<file path="config.mk">
export PLATFORM = sky130hd
export DESIGN_NAME = nand_block_guard
export DESIGN_NICKNAME = d
export VERILOG_FILES = /design/src/rtl/nbg_pkg.sv /design/src/rtl/nbg_datapath.sv /design/src/rtl/nbg_ctrl.sv /design/src/rtl/nand_block_guard.sv
export SDC_FILE = /design/constraint.sdc
export NUM_CORES = 1
export LEC_CHECK = 0
export BUFFER_PORTS_ARGS = -buffer_cell sky130_fd_sc_hd__buf_2
export CAP_MARGIN = 20
export CELL_PAD_IN_SITES_DETAIL_PLACEMENT = 1
export CELL_PAD_IN_SITES_GLOBAL_PLACEMENT = 1
export CORE_MARGIN = 3
export CORE_UTILIZATION = 45
export DETAILED_ROUTE_END_ITERATION = 6
export PLACE_DENSITY_LB_ADDON = 0.1
export SLEW_MARGIN = 20
export SYNTH_ARGS = -nofsm -noshare
export SYNTH_HDL_FRONTEND = slang
export SYNTH_SLANG_ARGS = --single-unit
</file>
<file path="constraint.sdc">
create_clock -name clk -period 6.1 [get_ports clk]
set_clock_uncertainty 0.05 [all_clocks]
set_input_delay 1.22 -clock clk [delete_from_list [all_inputs] [get_ports clk]]
set_output_delay 1.22 -clock clk [all_outputs]
set_load 0.01 [all_outputs]
</file>
<file path="src/rtl/nbg_pkg.sv">
package nbg_pkg;
  localparam int REG_W = 16;

  localparam logic [1:0] ADDR_CTRL  = 2'd0;
  localparam logic [1:0] ADDR_STAT  = 2'd1;
  localparam logic [1:0] ADDR_START = 2'd2;
  localparam logic [1:0] ADDR_END   = 2'd3;

  localparam int CTRL_SOFT = 0;
  localparam int CTRL_TIGHT = 1;
  localparam int CTRL_ILL_EN = 2;
  localparam int CTRL_RNB_EN = 3;
  localparam int CTRL_EDGE_FALL = 4;

  localparam int STAT_RNB_EV = 0;
  localparam int STAT_ILLEGAL = 1;
  localparam int STAT_RNB_LVL = 2;

  typedef enum logic [1:0] {
    CMD_READ  = 2'd0,
    CMD_PROG  = 2'd1,
    CMD_ERASE = 2'd2,
    CMD_RSVD  = 2'd3
  } cmdKind_e;

  typedef struct packed {
    logic wrStart;
    logic wrEnd;
    logic freezeWindow;
    logic edgeFalling;
  } ctrlStrobe_t;
endpackage

</file>
<file path="src/rtl/nbg_datapath.sv">
module nbg_datapath
  import nbg_pkg::*;
#(
  parameter int BLK_W = 16,
  parameter int SYNC_STAGES = 2
) (
  input  logic             clk,
  input  logic             rst_n,
  input  ctrlStrobe_t      strobes,
  input  logic [REG_W-1:0] wrData,
  input  logic [BLK_W-1:0] cmdBlock,
  input  logic             rnbIn,
  output logic             inWindow,
  output logic             rnbLevel,
  output logic             rnbEdge,
  output logic [BLK_W-1:0] startBlk,
  output logic [BLK_W-1:0] endBlk
);
  logic [SYNC_STAGES-1:0] rnbSync;
  logic rnbPrev;

  always_ff @(posedge clk or negedge rst_n) begin
    if (!rst_n) begin
      startBlk <= '0;
      endBlk <= '0;
    end else if (!strobes.freezeWindow) begin
      if (strobes.wrStart) startBlk <= wrData[BLK_W-1:0];
      if (strobes.wrEnd) endBlk <= wrData[BLK_W-1:0];
    end
  end

  assign inWindow = (cmdBlock >= startBlk) && (cmdBlock < endBlk);

  generate
    for (genvar i = 0; i < SYNC_STAGES; i++) begin : g_sync
      always_ff @(posedge clk or negedge rst_n) begin
        if (!rst_n) rnbSync[i] <= 1'b1;
        else if (i == 0) rnbSync[i] <= rnbIn;
        else rnbSync[i] <= rnbSync[(i == 0) ? 0 : i - 1];
      end
    end
  endgenerate

  always_ff @(posedge clk or negedge rst_n) begin
    if (!rst_n) rnbPrev <= 1'b1;
    else rnbPrev <= rnbLevel;
  end

  assign rnbLevel = rnbSync[SYNC_STAGES-1];
  assign rnbEdge = strobes.edgeFalling ? (rnbPrev & ~rnbLevel) : (~rnbPrev & rnbLevel);

  AST_WINDOW_FROZEN: assert property (@(posedge clk) disable iff (!rst_n)
    strobes.freezeWindow |=> $stable(startBlk) && $stable(endBlk));
endmodule

</file>
<file path="src/rtl/nbg_ctrl.sv">
module nbg_ctrl
  import nbg_pkg::*;
#(
  parameter int BLK_W = 16
) (
  input  logic             clk,
  input  logic             rst_n,
  input  logic             wakeClr,
  input  logic             regWrEn,
  input  logic [1:0]       regAddr,
  input  logic [REG_W-1:0] regWdata,
  output logic [REG_W-1:0] regRdata,
  input  logic             cmdValid,
  input  logic [1:0]       cmdType,
  output logic             cmdAccept,
  output logic             cmdReject,
  input  logic             inWindow,
  input  logic             rnbLevel,
  input  logic             rnbEdge,
  input  logic [BLK_W-1:0] startBlk,
  input  logic [BLK_W-1:0] endBlk,
  output ctrlStrobe_t      strobes,
  output logic             irq
);
  logic softLock, lockTight, illEn, rnbEn, edgeFall;
  logic illFlag, rnbFlag;
  logic wrCtrl, wrStat, lockActive, isModify;

  assign wrCtrl = regWrEn && (regAddr == ADDR_CTRL);
  assign wrStat = regWrEn && (regAddr == ADDR_STAT);

  always_ff @(posedge clk or negedge rst_n) begin
    if (!rst_n) begin
      softLock <= 1'b1;
      illEn <= 1'b0;
      rnbEn <= 1'b0;
      edgeFall <= 1'b0;
    end else if (wrCtrl) begin
      softLock <= regWdata[CTRL_SOFT];
      illEn <= regWdata[CTRL_ILL_EN];
      rnbEn <= regWdata[CTRL_RNB_EN];
      edgeFall <= regWdata[CTRL_EDGE_FALL];
    end
  end

  always_ff @(posedge clk or negedge rst_n) begin
    if (!rst_n) lockTight <= 1'b0;
    else if (wakeClr) lockTight <= 1'b0;
    else if (wrCtrl && regWdata[CTRL_TIGHT]) lockTight <= 1'b1;
  end

  assign lockActive = softLock | lockTight;
  assign isModify = (cmdType == CMD_PROG) || (cmdType == CMD_ERASE);
  assign cmdReject = cmdValid && isModify && lockActive && !inWindow;
  assign cmdAccept = cmdValid && !cmdReject;

  always_ff @(posedge clk or negedge rst_n) begin
    if (!rst_n) begin
      illFlag <= 1'b0;
      rnbFlag <= 1'b0;
    end else begin
      illFlag <= cmdReject | (illFlag & ~(wrStat & regWdata[STAT_ILLEGAL]));
      rnbFlag <= rnbEdge | (rnbFlag & ~(wrStat & regWdata[STAT_RNB_EV]));
    end
  end

  assign irq = (illFlag & illEn) | (rnbFlag & rnbEn);

  always_comb begin
    strobes.wrStart = regWrEn && (regAddr == ADDR_START);
    strobes.wrEnd = regWrEn && (regAddr == ADDR_END);
    strobes.freezeWindow = lockTight;
    strobes.edgeFalling = edgeFall;
  end

  always_comb begin
    regRdata = '0;
    unique case (regAddr)
      ADDR_CTRL: begin
        regRdata[CTRL_SOFT] = softLock;
        regRdata[CTRL_TIGHT] = lockTight;
        regRdata[CTRL_ILL_EN] = illEn;
        regRdata[CTRL_RNB_EN] = rnbEn;
        regRdata[CTRL_EDGE_FALL] = edgeFall;
      end
      ADDR_STAT: begin
        regRdata[STAT_RNB_EV] = rnbFlag;
        regRdata[STAT_ILLEGAL] = illFlag;
        regRdata[STAT_RNB_LVL] = rnbLevel;
      end
      ADDR_START: regRdata = REG_W'(startBlk);
      default: regRdata = REG_W'(endBlk);
    endcase
  end

  AST_NO_LOCK_NO_REJECT: assert property (@(posedge clk) disable iff (!rst_n)
    !softLock && !lockTight |-> !cmdReject);
  AST_READ_PASSES: assert property (@(posedge clk) disable iff (!rst_n)
    cmdValid && (cmdType == CMD_READ || cmdType == CMD_RSVD) |-> cmdAccept);
  AST_REJECT_FLAGGED: assert property (@(posedge clk) disable iff (!rst_n)
    cmdReject |=> illFlag);
  AST_TIGHT_STICKY: assert property (@(posedge clk) disable iff (!rst_n)
    lockTight && !wakeClr |=> lockTight);
  AST_EDGE_FLAGGED: assert property (@(posedge clk) disable iff (!rst_n)
    rnbEdge |=> rnbFlag);
  AST_IRQ_MASKED: assert property (@(posedge clk) disable iff (!rst_n)
    !illEn && !rnbEn |-> !irq);
endmodule

</file>
<file path="src/rtl/nand_block_guard.sv">
module nand_block_guard
  import nbg_pkg::*;
#(
  parameter int BLK_W = 16,
  parameter int SYNC_STAGES = 2
) (
  input  logic             clk,
  input  logic             rst_n,
  input  logic             wakeClr,
  input  logic             regWrEn,
  input  logic [1:0]       regAddr,
  input  logic [REG_W-1:0] regWdata,
  output logic [REG_W-1:0] regRdata,
  input  logic             cmdValid,
  input  logic [1:0]       cmdType,
  input  logic [BLK_W-1:0] cmdBlock,
  output logic             cmdAccept,
  output logic             cmdReject,
  input  logic             rnbIn,
  output logic             irq
);
  ctrlStrobe_t strobes;
  logic inWindow, rnbLevel, rnbEdge;
  logic [BLK_W-1:0] startBlk, endBlk;

  nbg_ctrl #(.BLK_W(BLK_W)) u_ctrl (
    .clk(clk), .rst_n(rst_n), .wakeClr(wakeClr),
    .regWrEn(regWrEn), .regAddr(regAddr), .regWdata(regWdata), .regRdata(regRdata),
    .cmdValid(cmdValid), .cmdType(cmdType), .cmdAccept(cmdAccept), .cmdReject(cmdReject),
    .inWindow(inWindow), .rnbLevel(rnbLevel), .rnbEdge(rnbEdge),
    .startBlk(startBlk), .endBlk(endBlk), .strobes(strobes), .irq(irq)
  );

  nbg_datapath #(.BLK_W(BLK_W), .SYNC_STAGES(SYNC_STAGES)) u_dp (
    .clk(clk), .rst_n(rst_n), .strobes(strobes), .wrData(regWdata),
    .cmdBlock(cmdBlock), .rnbIn(rnbIn), .inWindow(inWindow),
    .rnbLevel(rnbLevel), .rnbEdge(rnbEdge), .startBlk(startBlk), .endBlk(endBlk)
  );
endmodule

</file>
== Word level (Yosys, flattened, before mapping) ==
Cells that the tools add are included.

* Add/subtract/negate cells: 0
* $mul: 0
* Divide/modulo/power cells: 0
* Order comparisons: 2
* Equal/unequal tests: 5
* Shifts and indexed selects: 0
* Multiplexer cells: 6
* Bitwise operators: 17
* Reduce and logical (&&, ||, !) cells: 18

{| class="wikitable"
|+ Operators with widths
! operator !! count
|-
| $pmux W11 S2 || 1
|-
| $ge A16 B16 Y1 || 1
|-
| $lt A16 B16 Y1 || 1
|-
| $logic_and A1 B1 Y1 || 10
|-
| $pmux W3 S3 || 1
|-
| $and A1 B1 Y1 || 8
|-
| $eq A2 B2 Y1 const B || 3
|-
| $pmux W2 S3 || 1
|-
| $not A1 Y1 || 5
|-
| $eq A2 B1 Y1 const B || 2
|-
| $or A1 B1 Y1 || 4
|-
| $reduce_and A2 Y1 || 2
|-
| $mux W1 || 3
|-
| $logic_not A1 Y1 || 2
|-
| $logic_not A2 Y1 || 1
|-
| $reduce_bool A2 Y1 || 1
|-
| $reduce_or A2 Y1 || 1
|-
| $logic_or A1 B1 Y1 || 1
|}

* Flip-flop bits (word level): 42
* Bits in latches: 0
* Memory bits (writable): 0
* ROM bits: 0
* Bits of input ports: 42
* Output and inout bits: 19
* Word-level logic and storage cells: 60
* Memories: 0

== Logic depth before layout (Yosys ltp) ==
* Word-level depth: 7
* Gate-level depth with buffers: 7
* Gate-level depth less buffers: 7

== Cells and area by module ==
A second synthesis with hierarchy kept.

* Cell total of the unflattened synthesis: 281
* Area total of the unflattened synthesis: 2717.6 sq um

{| class="wikitable"
|+ Modules (own cells, without submodules)
! module !! instances !! cells an instance !! area each (sq um) !! seq. area each (sq um)
|-
| nbg_datapath || 1 || 214 || 2013.2 || 879.6
|-
| nbg_ctrl || 1 || 67 || 704.4 || 176.4
|}

== Least setup slack after synthesis ==
Ideal clock, no wire load.

* Path type: input-to-output
* Start point: input port cmdBlock[0]
* End point: output port cmdReject
* Data arrival time: 2.612 ns
* Required time: 4.830 ns
* Slack: 2.218 ns
* Stages on the path: 7
* Buffers on the path: 0
* Cells stage by stage: inv_1 -> ha_1 -> nand2b_1 -> a2111oi_0 -> nor4_1 -> nand4bb_1 -> o21ai_0

* Longest elaborated chain between the ends: 4
* Elaborated cells between the ends (all ways): 5
* Classes of those cells: order compare (2); reduce/logical (3)

{| class="wikitable"
|+ Ends and longest elaborated chain
! item !! line !! RTL
|-
| from (decl) || nand_block_guard.sv:16 || <nowiki>input logic [BLK_W-1:0] cmdBlock,</nowiki>
|-
| $ge A16 B16 Y1 / $lt A16 B16 Y1 (equally long branches) || nbg_datapath.sv:32 || <nowiki>assign inWindow = (cmdBlock >= startBlk) && (cmdBlock < endBlk);</nowiki>
|-
| $logic_and A1 B1 Y1 (*) || nbg_datapath.sv:32 ||
|-
| $logic_not A1 Y1 (*) || nbg_ctrl.sv:54 || <nowiki>assign cmdReject = cmdValid && isModify && lockActive && !inWindow;</nowiki>
|-
| $logic_and A1 B1 Y1 (*) || nbg_ctrl.sv:54 ||
|-
| to (decl) || nand_block_guard.sv:18 || <nowiki>output logic cmdReject,</nowiki>
|}

Mark *: on every way between the ends. The rest lies on a longest branch, timed or not.

== Worst setup path in the final report ==
* Start point: input port cmdBlock[13]
* End point: output port cmdAccept

* Longest elaborated chain between the ends: 6
* Elaborated cells between the ends (all ways): 7
* Classes of those cells: order compare (2); reduce/logical (5)

{| class="wikitable"
|+ Ends and longest elaborated chain
! item !! line !! RTL
|-
| $ge A16 B16 Y1 / $lt A16 B16 Y1 (equally long branches) || nbg_datapath.sv:32 ||
|-
| $logic_and A1 B1 Y1 (*) || nbg_datapath.sv:32 ||
|-
| $logic_not A1 Y1 (*) || nbg_ctrl.sv:54 ||
|-
| $logic_and A1 B1 Y1 (*) || nbg_ctrl.sv:54 ||
|-
| $logic_not A1 Y1 (*) || nbg_ctrl.sv:55 || <nowiki>assign cmdAccept = cmdValid && !cmdReject;</nowiki>
|-
| $logic_and A1 B1 Y1 (*) || nbg_ctrl.sv:55 ||
|-
| to (decl) || nand_block_guard.sv:17 || <nowiki>output logic cmdAccept,</nowiki>
|}

Marks and branches as above.

==> run metrics <==
initial antenna violation count=0; htree depth=2; routed wire length=~6.9 mm; post-synth top area share=0.359; GRT overflow=0; minimum clock period=4.20 ns; area of the multi-input gates=roughly 1400 sq um; Mean Syn Cell Area=about 10 sq um; CTS buffer count=5; R2R setup slack=around 4 ns; Top FF cell, synth=dfrtp_1; Yosys reg bits=between 40 and 50; Worst Path Max Fanout=3; Hold Fails Final Rpt=0; Post-Synthesis Cells=approximately 260; ys async rst share=1.00; slowest CP cell=or3_1; startpoint types=input pin; status=complete, no violations; fin crit share=0.689; Die Area=a little under 7000 sq um; Peak Freq=238 MHz; die height=82.7 microns; Top Family by Delay on Critical Path=simple AND/OR/NAND/NOR gates; clk sinks=between 40 and 50; Iteration-0 DRC Markers=74; RSZ-0062 raised after global routing=no; Max-slew headroom=0.359; final setup violation count=0; final net count=391; Synth Warn #=0; Layout Cells excl Fill=roughly 390; core area=roughly 5600 sq um; total number of vias=~2100; post-synthesis cell area=between 2000 and 3000 sq um; Seq. cell area=~1100 sq um; sw frac=0.335; Total Neg Setup Slack=0 ns; Logic pwr share=0.317; worst IR drop on VDD=approximately 0.14 mV; Worst EP required=~4.8 ns; worst setup path category=in2out; Least-Margin Pin Slew=between 0.9 and 1 ns; most common cell in the netlist=dfrtp_1; worst-skew pair later-pin latency=~0.31 ns; sequential power share=0.448; GPL Wtd Cong=about 0.83; WL/cell=between 15 and 20 microns; setup bufs post-CTS=0; crit path capture type=output pin; sw power=around 0.28 mW; Syn Nets=roughly 330; largest area contributor in the netlist=dfrtp_1; Int Pwr=between 0.5 and 0.6 mW; top post-synthesis cells by area=dfrtp_1 (36%), ha_1 (15%), mux2_2 (8.9%); most frequent cells after synthesis=dfrtp_1 (38), ha_1 (31), inv_1 (31); share of layout cells above drive strength 1=0.313; CP peak stage delay=roughly 0.43 ns; Pre-Repair DR Iteration Count=4; final instance area=3120 sq um; Area Growth Syn to Fin=17.6%; final-layout fill cell count=660; drt drc=0; Clock Path Buffers=2; Clk network pwr share=0.234; Pwr Density=~260 nW/um^2; PortBufs=60; GRT Total Usage=0.216; max-cap violations=0; CP cell instances=buf_2, ha_1, nand4_1, or3_1, nor4_1, o31ai_1, o211a_1, buf_2; Detailed Place HPWL=~5.2 mm; vias in the first global route=~2200; boundary pin count=just over 60; first-pass GRT wire length=roughly 11 mm; LEAKAGE=1.55 nW; CTS tree=built; number of distinct library cells after synthesis=37; area post-placement=around 3000 sq um; Ant. Diodes=0; worst path bufs/invs=2; Worst Path Arrival=2.93 ns; post-route ant nets=0; Hold Crit Class=reg2reg; EDFF count, synth=0; CTS Hold Bufs=0; CTS resizes=0; row count=27; chip width=82.7 microns; clk root buf=clkbuf_8; sequential area share after synthesis=0.399; Worst path most repeated cell=buf_2; clk slew on worst S/H paths=about 0.080 ns; routed vias/inst=~5.4; Placed Cells incl. Taps=about 380; Initial Util=0.472; max-slew violation count=0; Design Power=0.823 mW; largest net degree at the start of global routing=43
==> sequential cells by signal, indices dropped and copies added, names as in the netlist <==
name              flops
u_ctrl.edgeFall       1
u_ctrl.illEn          1
u_ctrl.illFlag        1
u_ctrl.lockTight      1
u_ctrl.rnbEn          1
u_ctrl.rnbFlag        1
u_ctrl.softLock       1
u_dp.endBlk          16
u_dp.rnbLevel         1
u_dp.rnbPrev          1
u_dp.rnbSync          1
u_dp.startBlk        16
==> stage by stage <==
step           hold slack [ns]  worst slack (ns)   util
3_3_place_gp             0.296              1.97  0.536
2_1_floorplan            0.295              2.22      -
6_report                 0.311              1.90  0.556
3_5_place_dp             0.298              1.91  0.539
4_1_cts                  0.312              1.91  0.556
5_1_grt                  0.319              1.74  0.556
==> cell usage in the layout, fill, tap and decap left out, types with 4 or more instances in the layout <==
master / count
a21oi_1: 10
buf_2: 60
clkbuf_8: 6
dfrtp_1: 38
dfstp_2: 4
ha_1: 31
inv_1: 31
mux2_2: 21
mux2i_1: 13
nand2_1: 23
nand3_1: 6
nand4_1: 4
nor2_1: 6
nor2b_1: 13
o21ai_0: 19
==> worst reg2reg max path, cell delays in order (launching register included) <==
cell and delay [ns]:
dfrtp_1 0.38, inv_1 0.07, ha_1 0.30, nand4_1 0.13, or3_1 0.43, nor4_1 0.30
o31ai_1 0.15, o211ai_1 0.10
==> cells by family (layout without fill, tap and decap cells) <==
kind of cell | Yosys count | count (layout) | synth area share
DFF | 42 | 42 | 0.399
and+or+nand+nor | 62 | 62 | 0.125
muxes | 37 | 37 | 0.164
AOI/OAI and AO/OA | 46 | 46 | 0.106
buffers and inverters | 39 | 100 | 0.0567
xor gates and xnor gates | 1 | 1 | 0.00331
adders and majority gates | 31 | 31 | 0.146
==> power groups by stage <==
stage / Clock (mW) / Combinational (mW) / Sequential, mW
floorplan: 0 / 0.175 / 0.360
global placement: 0 / 0.252 / 0.370
detailed placement: 0 / 0.263 / 0.373
CTS: 0.198 / 0.266 / 0.368
global route: 0.212 / 0.300 / 0.376
finish: 0.193 / 0.261 / 0.369
==> worst paths after layout <==
path                                                   from                      endpoint  depth (start not counted)
worst min-delay path              u_dp.rnbSync[0]$_DFF_PN1_       u_dp.rnbLevel$_DFF_PN1_                          0
worst min register to register    u_dp.rnbSync[0]$_DFF_PN1_       u_dp.rnbLevel$_DFF_PN1_                          0
worst max-delay path                           cmdBlock[13]                     cmdAccept                          8
min in group asynchronous                             rst_n  u_dp.startBlk[6]$_DFFE_PN0P_                          1
max in group asynchronous                             rst_n   u_dp.endBlk[15]$_DFFE_PN0P_                          1
worst max register to register  u_dp.endBlk[13]$_DFFE_PN0P_      u_ctrl.illFlag$_DFF_PN0_                          7
==> metal layers <==
layer / share of wire / global-route usage
met1: 0.45 / 0.277
met2: 0.49 / 0.365
met4: 0.021 / 0.0703
met3: 0.042 / 0.0423
met5: 0 / 0
==> area by class of cell <==
class	instances	area share
multi-input cells	177	0.463
flip-flops and latches	42	0.339
repair buffers	61	0.101
inverters	31	0.0373
well taps	72	0.0289
clock buffers	6	0.0265
clock inverters	2	0.00402
(Power assumes the default switching activity.)
